`src/rtl/mdio_cmd_pkg.sv`:
```
`timescale 1ns/1ps
package mdio_cmd_pkg;

    localparam int OP_W     = 2;
    localparam int PHY_W    = 5;
    localparam int REG_W    = 5;
    localparam int DATA_W   = 16;

    // command word bit positions (software decodes these)
    localparam int BUSY_BIT = 29;
    localparam int FAIL_BIT = 28;
    localparam int OP_LSB   = 26;
    localparam int PHY_LSB  = 21;
    localparam int REG_LSB  = 16;

    typedef enum logic [OP_W-1:0] {
        OP_NONE  = 2'd0,
        OP_WRITE = 2'd1,
        OP_READ  = 2'd2,
        OP_RSVD  = 2'd3
    } mdio_op_e;

    typedef struct packed {
        mdio_op_e            op;
        logic [PHY_W-1:0]    phy;
        logic [REG_W-1:0]    regad;
        logic [DATA_W-1:0]   data;
    } mdio_cmd_t;

endpackage

```
`src/rtl/mdio_mdc_div.sv`:
```
`timescale 1ns/1ps
module mdio_mdc_div #(
    parameter int CLK_HALF = 2
) (
    input  logic clk,
    input  logic rst_n,
    input  logic run,
    output logic mdc,
    output logic mdc_rise,
    output logic mdc_fall
);
    localparam int CW = (CLK_HALF > 1) ? $clog2(CLK_HALF) : 1;

    typedef struct packed {
        logic [CW-1:0] cnt;
        logic          mdc;
    } div_st_t;

    div_st_t st_d, st_q;
    logic    wrap;

    assign wrap = (st_q.cnt == CW'(CLK_HALF - 1));

    always_comb begin
        st_d = st_q;
        if (!run) begin
            st_d.cnt = '0;
            st_d.mdc = 1'b0;
        end else if (wrap) begin
            st_d.cnt = '0;
            st_d.mdc = ~st_q.mdc;
        end else begin
            st_d.cnt = st_q.cnt + 1'b1;
        end
    end

    always_ff @(posedge clk or negedge rst_n) begin
        if (!rst_n) st_q <= '0;
        else        st_q <= st_d;
    end

    assign mdc      = st_q.mdc;
    assign mdc_rise = run && wrap && !st_q.mdc;
    assign mdc_fall = run && wrap &&  st_q.mdc;

endmodule

```
`src/rtl/mdio_frame_seq.sv`:
```
`timescale 1ns/1ps
module mdio_frame_seq
    import mdio_cmd_pkg::*;
#(
    parameter int PRE_LEN = 32
) (
    input  logic              clk,
    input  logic              rst_n,
    input  logic              start,
    input  mdio_cmd_t         cmd,
    input  logic              mdc_rise,
    input  logic              mdc_fall,
    input  logic              mdio_i,
    output logic              active,
    output logic              mdio_o,
    output logic              mdio_oe,
    output logic              finish,
    output logic [DATA_W-1:0] rd_data,
    output logic              ta_fail
);
    localparam int TA_IDX = PRE_LEN + 2 + OP_W + PHY_W + REG_W;
    localparam int FLEN   = TA_IDX + 2 + DATA_W;
    localparam int IW     = $clog2(FLEN);

    typedef struct packed {
        logic              active;
        logic              rd;
        logic [IW-1:0]     idx;
        logic [FLEN-1:0]   shreg;
        logic [DATA_W-1:0] rdsh;
        logic              fail;
    } seq_st_t;

    seq_st_t st_d, st_q;
    logic    last;

    assign last = (st_q.idx == IW'(FLEN - 1));

    always_comb begin
        st_d = st_q;
        if (start) begin
            st_d.active = 1'b1;
            st_d.rd     = (cmd.op == OP_READ);
            st_d.idx    = '0;
            st_d.fail   = 1'b0;
            st_d.shreg  = {{PRE_LEN{1'b1}}, 2'b01, cmd.op, cmd.phy, cmd.regad,
                           (st_d.rd ? 2'b11 : 2'b10),
                           (st_d.rd ? {DATA_W{1'b1}} : cmd.data)};
        end else if (st_q.active) begin
            if (mdc_rise && st_q.rd) begin
                if (st_q.idx == IW'(TA_IDX + 1))
                    st_d.fail = mdio_i;
                if (st_q.idx >= IW'(TA_IDX + 2))
                    st_d.rdsh = {st_q.rdsh[DATA_W-2:0], mdio_i};
            end
            if (mdc_fall) begin
                if (last) begin
                    st_d.active = 1'b0;
                end else begin
                    st_d.idx   = st_q.idx + 1'b1;
                    st_d.shreg = {st_q.shreg[FLEN-2:0], 1'b1};
                end
            end
        end
    end

    always_ff @(posedge clk or negedge rst_n) begin
        if (!rst_n) st_q <= '0;
        else        st_q <= st_d;
    end

    assign active  = st_q.active;
    assign mdio_o  = st_q.shreg[FLEN-1];
    assign mdio_oe = st_q.active && !(st_q.rd && (st_q.idx >= IW'(TA_IDX)));
    assign finish  = st_q.active && mdc_fall && last;
    assign rd_data = st_q.rdsh;
    assign ta_fail = st_q.fail;

endmodule

```
`src/rtl/mdio_cmd_master.sv`:
```
`timescale 1ns/1ps
module mdio_cmd_master
    import mdio_cmd_pkg::*;
#(
    parameter int CLK_HALF = 2,
    parameter int PRE_LEN  = 32
) (
    input  logic        clk,
    input  logic        rst_n,
    input  logic        reg_wr,
    input  logic [31:0] reg_wdata,
    output logic [31:0] reg_rdata,
    output logic        mdc,
    output logic        mdio_o,
    output logic        mdio_oe,
    input  logic        mdio_i,
    output logic        done_pulse,
    output logic        err_pulse
);
    typedef struct packed {
        logic      busy;
        logic      fail;
        mdio_cmd_t cmd;
        logic      done;
        logic      err;
    } top_st_t;

    top_st_t           st_d, st_q;
    mdio_cmd_t         wr_cmd;
    logic              start;
    logic              run;
    logic              mdc_rise, mdc_fall;
    logic              finish;
    logic [DATA_W-1:0] rd_data;
    logic              ta_fail;
    logic              unused_wbits;

    assign wr_cmd.op    = mdio_op_e'(reg_wdata[OP_LSB +: OP_W]);
    assign wr_cmd.phy   = reg_wdata[PHY_LSB +: PHY_W];
    assign wr_cmd.regad = reg_wdata[REG_LSB +: REG_W];
    assign wr_cmd.data  = reg_wdata[DATA_W-1:0];
    assign unused_wbits = ^{reg_wdata[31:30], reg_wdata[FAIL_BIT]};

    always_comb begin
        st_d      = st_q;
        st_d.done = 1'b0;
        st_d.err  = 1'b0;
        start     = 1'b0;
        if (reg_wr && !st_q.busy) begin
            st_d.cmd  = wr_cmd;
            st_d.fail = 1'b0;
            if (reg_wdata[BUSY_BIT]) begin
                if (wr_cmd.op == OP_WRITE || wr_cmd.op == OP_READ) begin
                    st_d.busy = 1'b1;
                    start     = 1'b1;
                end else begin
                    st_d.fail = 1'b1;
                    st_d.err  = 1'b1;
                end
            end
        end
        if (finish) begin
            st_d.busy = 1'b0;
            st_d.done = 1'b1;
            if (st_q.cmd.op == OP_READ) begin
                st_d.cmd.data = rd_data;
                st_d.fail     = ta_fail;
                st_d.err      = ta_fail;
            end
        end
    end

    always_ff @(posedge clk or negedge rst_n) begin
        if (!rst_n) st_q <= '0;
        else        st_q <= st_d;
    end

    mdio_mdc_div #(.CLK_HALF(CLK_HALF)) i_div (
        .clk      (clk),
        .rst_n    (rst_n),
        .run      (run),
        .mdc      (mdc),
        .mdc_rise (mdc_rise),
        .mdc_fall (mdc_fall)
    );

    mdio_frame_seq #(.PRE_LEN(PRE_LEN)) i_seq (
        .clk      (clk),
        .rst_n    (rst_n),
        .start    (start),
        .cmd      (wr_cmd),
        .mdc_rise (mdc_rise),
        .mdc_fall (mdc_fall),
        .mdio_i   (mdio_i),
        .active   (run),
        .mdio_o   (mdio_o),
        .mdio_oe  (mdio_oe),
        .finish   (finish),
        .rd_data  (rd_data),
        .ta_fail  (ta_fail)
    );

    assign reg_rdata  = {2'b00, st_q.busy, st_q.fail, st_q.cmd.op, st_q.cmd.phy,
                         st_q.cmd.regad, st_q.cmd.data};
    assign done_pulse = st_q.done;
    assign err_pulse  = st_q.err;

endmodule

```
`config.mk`:
```
export PLATFORM = sky130hd
export DESIGN_NAME = mdio_cmd_master
export DESIGN_NICKNAME = d
export VERILOG_FILES = /design/src/rtl/mdio_cmd_pkg.sv /design/src/rtl/mdio_mdc_div.sv /design/src/rtl/mdio_frame_seq.sv /design/src/rtl/mdio_cmd_master.sv
export SDC_FILE = /design/constraint.sdc
export NUM_CORES = 1
export LEC_CHECK = 0
export BUFFER_PORTS_ARGS = -buffer_cell sky130_fd_sc_hd__buf_2
export CAP_MARGIN = 25
export CORE_AREA = 2 2 104 106
export CTS_CLUSTER_SIZE = 40
export DETAILED_ROUTE_END_ITERATION = 10
export DIE_AREA = 0 0 106 108
export GPL_ROUTABILITY_DRIVEN = 1
export PLACE_DENSITY = 0.73
export SETUP_SLACK_MARGIN = 0.3
export SLEW_MARGIN = 20
export SYNTH_ARGS = -nofsm -noshare
export SYNTH_HDL_FRONTEND = slang
export SYNTH_SLANG_ARGS = --single-unit
```
`constraint.sdc`:
```
create_clock -name clk -period 1.5 [get_ports clk]
set_input_delay 0.225 -clock clk [delete_from_list [all_inputs] [get_ports clk]]
set_output_delay 0.225 -clock clk [all_outputs]
set_load 0.02 [all_outputs]
```
**After elaboration in Yosys (flattened, before gate mapping)**

Index checks and enable logic that the tools add are counted.

- Bits in registers: 123
- Output and inout bits: 37
- Logic and storage cells: 84

- Add/subtract/negate cells: 2
- Magnitude comparators: 2
- Equal/unequal tests: 7
- Multiplexer cells: 31
- Bitwise logic cells: 2
- Reduce and logical (&&, ||, !) cells: 24

Operators with widths:

| operator | count |
|---|---|
| 70-bit two-way mux | 3 |
| 87-bit two-way mux | 1 |
| 16-bit two-way mux | 3 |
| 30-bit two-way mux | 1 |
| 1-bit two-way mux | 18 |
| 18-bit two-way mux | 1 |
| 17-bit two-way mux | 1 |
| 2-bit nonzero test | 7 |
| 6-bit equality test, second input constant | 2 |
| 6-bit greater-or-equal comparator, second input constant | 2 |
| 1-bit logical AND | 9 |
| 3-bit AND reduction | 3 |
| 6-bit by 1-bit adder with 6-bit output, second input constant | 1 |
| 2-bit two-way mux | 3 |
| 2-bit equality test, second input constant | 2 |
| 4-bit AND reduction | 1 |
| 1-bit logical NOT | 3 |
| 2-bit by 1-bit equality test with 1-bit output, second input constant | 1 |
| 2-bit by 1-bit != test with 1-bit output, second input constant | 1 |
| 2-bit != test, second input constant | 1 |
| 1-bit inverter | 2 |
| 1-bit adder, second input constant | 1 |
| 1-bit logical OR | 1 |

**Logic depth before layout (Yosys ltp)**

- Depth after elaboration: 7
- Mapped depth: 9

**Modules after synthesis**

Synthesis repeated with hierarchy kept, for this count alone.

- Cells, all modules: 530
- Area, all modules: 5639.2 um^2

By module, submodules not included:

| module | instances | cells each | area an instance (um^2) |
|---|---|---|---|
| mdio_frame_seq | 1 | 407 | 4086.4 |
| mdio_cmd_master | 1 | 115 | 1463.9 |
| mdio_mdc_div | 1 | 8 | 88.8 |

**Worst setup path after synthesis**

No wires, ideal clock.

- Path type: input-to-reg
- Start: input reg_wdata[26]
- End: register i_seq.st_q (netlist bit i_seq.rd_data[10])
- Setup time: 125 ps
- Data arrival time: 1730 ps
- Setup slack: -355 ps
- Cell stages on the path: 8
- Buffers on the path: 2
- Cells stage by stage: inv_1 ha_1 nand4bb_1 buf_4 nand2_1 nor3_4 buf_6 mux2_2

- Longest elaborated chain between the ends: 7

RTL lines:

| item | line | RTL |
|---|---|---|
| start, declared | mdio_cmd_master.sv:11 | `input logic [31:0] reg_wdata,` |
| 2-bit by 1-bit equality test with 1-bit output or 2-bit equality test (tied branches) | mdio_cmd_master.sv:53 | `if (wr_cmd.op == OP_WRITE \|\| wr_cmd.op == OP_READ) begin` |
| 1-bit logical OR * | mdio_cmd_master.sv:53 |  |
| 1-bit two-way mux * | mdio_cmd_master.sv:53 |  |
| 1-bit two-way mux * | mdio_cmd_master.sv:52 | `if (reg_wdata[BUSY_BIT]) begin` |
| 1-bit two-way mux * | mdio_cmd_master.sv:49 | `if (reg_wr && !st_q.busy) begin` |
| 1-bit inverter (no line) * | n/a |  |
| 4-bit AND reduction (no line) * | n/a |  |
| end signal, assigned | mdio_frame_seq.sv:69 | `else st_q <= st_d;` |
| end, declared | mdio_frame_seq.sv:34 | `seq_st_t st_d, st_q;` |

Mark *: on every way between the ends. The rest lies on a longest branch, timed or not.
A chain may end at the register's enable or synchronous reset.

**Worst setup path after layout**

- Start: register i_seq.st_q[82] (netlist name)
- End: output mdio_oe

- Longest elaborated chain between the ends: 4

RTL lines:

| item | line | RTL |
|---|---|---|
| 6-bit greater-or-equal comparator | mdio_frame_seq.sv:74 | `assign mdio_oe = st_q.active && !(st_q.rd && (st_q.idx >= IW'(TA_IDX)));` |
| 1-bit logical AND | mdio_frame_seq.sv:74 |  |
| 1-bit logical NOT | mdio_frame_seq.sv:74 |  |
| 1-bit logical AND | mdio_frame_seq.sv:74 |  |
| end, declared | mdio_cmd_master.sv:15 | `output logic mdio_oe,` |

Every way passes these cells.

==> impl_metrics.tcl <==
set metrics [dict create \
    cp_data_arrival_time_ps 1610 \
    number_of_antenna_violations_at_the_first_check_in_global_routing 0 \
    number_of_flops_mapped_to_enable_cells_by_yosys 0 \
    combinational_family_with_the_most_area_after_synthesis "simple AND/OR/NAND/NOR gates" \
    synth-adder-area-share 0.00472 \
    drtPass1Iterations 5 \
    final_layout_size_suffix_gt1_frac 0.563 \
    cts_root_buffer "sky130_fd_sc_hd__clkbuf_8" \
    yosysWarnings 0 \
    ctsHtreeMaxLevel 4 \
    gr-usage-all-layers 0.364 \
    top_cell_family_by_delay_on_the_critical_path "flip-flops" \
    route.detailed.wl_per_inst_um 28.2 \
    grt.overflow.total 0 \
    rows 37 \
    cp_slowest_cell "sky130_fd_sc_hd__dfrtp_1" \
    critical_path_peak_fanout 2 \
    port-buffer-count 67 \
    synth.yosys.seq_area_share 0.581 \
    crit_cells 4 \
    critPathLaunchType "flip-flop" \
    drt_first_iter_violations 577 \
    design.die.area_um2 11400 \
    timing_hold_violations_final 0 \
    routed-via-count 5638 \
    crit_buf_inv 2 \
    synth_xor_xnor_area_share 0.00165 \
    violations "setup timing" \
    postSynth.asyncResetShare 1.00 \
    grt_pass1_wl_um 30900 \
    status "complete, but fails checks" \
    syn_avg_cell_area_um2 10.1 \
    synth_compound_area_frac 0.0697 \
    postSynthCellCount 524 \
    regToRegSetupSlack_ps -290 \
    fin_skew_ps 15.7 \
    worstPathCellList "buf_6 > a31o_4 > a31oi_4 > buf_6" \
    pin_count_of_the_biggest_net_entering_global_routing 80 \
    synth_ff_type "sky130_fd_sc_hd__dfrtp_1" \
    fp.dieH_um 108 \
    chipWidth_um 106 \
    class_of_the_worst_hold_path "in2reg" \
    timing.max_slew.rel_slack 0.615 \
    number_of_global_route_vias_before_repair 5551 \
    post_synth_mux_area_share 0.0914 \
    num_antenna_cells 0 \
    setup-violations-final 117 \
    io-pin-count 73 \
    drt.antenna.violating_nets 0 \
    wirelength_um 24500 \
    whs_path_depth 4 \
    critical_path.max_stage_delay_ps 410 \
    max_slew.worst_pin.slew_ps 577 \
    finalNetCount 758 \
    route.detailed.drc 0 \
    crit_top_cell "sky130_fd_sc_hd__buf_6" \
    hpwlAfterDp_um 7780 \
    number_of_cts_inserted_buffers 17 \
    clock_tree_from_tritoncts "done" \
    synth-seq-cells 123 \
    clkTransAtPathRegs_ps 70 \
    post-place-ws_ps -275 \
    worstSkewPairLatency_ps 550 \
    cp.required_ps 1270 \
    final.setup.tns_ps -19480 \
    max_cap_viol_count 0 \
    clock_path_buffers 2 \
    vdd_ir_drop_max_mv 1.40 \
    floorplan.initialDensity 0.518 \
    ys_types 38 \
    via_per_inst 6.50 \
    post_synth_instance_area_um2 5300 \
    ff2ff_path_depth 7 \
    static_leakage_nw 4.43 \
    syn2layout_area_growth_pct 76.6 \
    timing.critical_path.to_type "output port" \
    floorplan.core_area_um2 10200 \
    cts.sink_count 123 \
    period_utilization_post_route 1.22 \
    layout.cells.most_common "sky130_fd_sc_hd__dfrtp_1" \
    worst-setup-path-type "reg2out" \
    setup_ws_ps -331 \
    power_density_nw_per_um2 2150 \
    fmax_ghz 0.546 \
    gpl.final_weighted_congestion 0.863 \
    synth_simple_gate_area_frac 0.209 \
    final_cell_mix "sky130_fd_sc_hd__dfrtp_1 (115), sky130_fd_sc_hd__nand2_1 (73), sky130_fd_sc_hd__nand3_2 (68)" \
    placement_cell_area_um2 6420 \
    rsz0062_at_grt "yes" \
    final_area_um2 9360 \
    slew_viol_final 0 \
    period_minus_slack_ps 1830 \
]
-- cells in the mapped netlist (all sizes together) (2+ instances only) --
library cell,number,area share
a21oi,37,0.035
a31oi,2,0.0024
buf,28,0.030
clkbuf,13,0.0092
dfrtp,123,0.58
ha,2,0.0047
inv,4,0.0028
mux2,27,0.057
mux2i,18,0.034
nand2,90,0.064
nand2b,2,0.0024
nand3,110,0.10
nor2,22,0.016
nor3,4,0.0059
nor4,2,0.0052
o211ai,2,0.0028
o21ai,23,0.022
or3,2,0.0024
-- sequential cells by signal, indices dropped and copies added, names as in the netlist --
name,count
done_pulse,1
err_pulse,1
i_div.mdc,1
i_div.wrap,1
i_seq.active,1
i_seq.mdio_o,1
i_seq.rd_data,16
i_seq.st_q,70
i_seq.ta_fail,1
reg_rdata,30
-- power breakdown --
group          switching, mW  total [mW]  internal [mW]
sequential              1.42        6.15           4.73
clock                   1.63        3.77           2.14
combinational           5.05        10.2           5.13
-- per-stage QoR --
stage / instances / power (mW) / util / hold slack, ps
after global placement: 720 / 10.7 / 0.628 / 291
after CTS: 843 / 17.7 / 0.865 / 57.8
final: 868 / 20.1 / 0.915 / 68.7
after global routing: 868 / 20.6 / 0.915 / 81.3
after floorplan: 525 / 9.50 / - / -70.6
after detailed placement: 720 / 11.0 / 0.628 / 300
-- metal layers --
layer	part of all wire	track usage
met5	0	0
met2	0.49	0.612
met1	0.34	0.427
met4	0.081	0.223
met3	0.087	0.0868
-- worst register-to-register path, stage by stage, from the launching register on --
cell and delay [ps]:
sky130_fd_sc_hd__dfrtp_1 390, sky130_fd_sc_hd__buf_4 150, sky130_fd_sc_hd__nand3_4 150, sky130_fd_sc_hd__o21a_4 330, sky130_fd_sc_hd__buf_6 140, sky130_fd_sc_hd__buf_12 140
sky130_fd_sc_hd__a31oi_1 250, sky130_fd_sc_hd__a21boi_1 110
-- final timing paths --
check	from	to
hold reg to reg	reg_rdata[19]$_DFFE_PN0P_	reg_rdata[19]$_DFFE_PN0P_
min in group asynchronous	rst_n	i_seq.st_q[47]$_DFFE_PN0P_
setup reg to reg	i_seq.st_q[83]$_DFFE_PN0P_	i_seq.st_q[33]$_DFFE_PN0P_
setup / recovery	i_seq.st_q[82]$_DFFE_PN0P_	mdio_oe
max in group asynchronous	rst_n	i_seq.st_q[85]$_DFFE_PN0P_
hold / removal	reg_wdata[27]	i_seq.st_q[46]$_DFFE_PN0P_
-- cell type report --
type / instances / area (um2)
timing repair buffer: 216 / 2610
clock inverter: 11 / 72.6
clock buffer: 20 / 455
sequential: 123 / 3090
inverter: 4 / 27.5
fill: 344 / 872
tap: 136 / 170
multi-input combinational: 358 / 2940
-- kinds of logic (layout without fill, tap and decap cells) --
group | after synthesis | count (layout)
adders and majority gates | 2 | 2
AOI/OAI and AO/OA | 69 | 70
DFF | 123 | 123
other | 1 | 2
muxes | 45 | 45
xor gates and xnor gates | 1 | 1
buffers and inverters | 45 | 251
and+or+nand+nor | 238 | 238
-- timing repair --
item                       4_1_cts  5_1_grt
pin swaps                       37       14
setup endpoints to repair      154      156
gates cloned                    18        4
hold endpoints to repair       168        0
setup buffers                   46       21
hold buffers                    28        0
gates resized for setup        193       62
No activity file was read; power rests on OpenSTA's default activity.
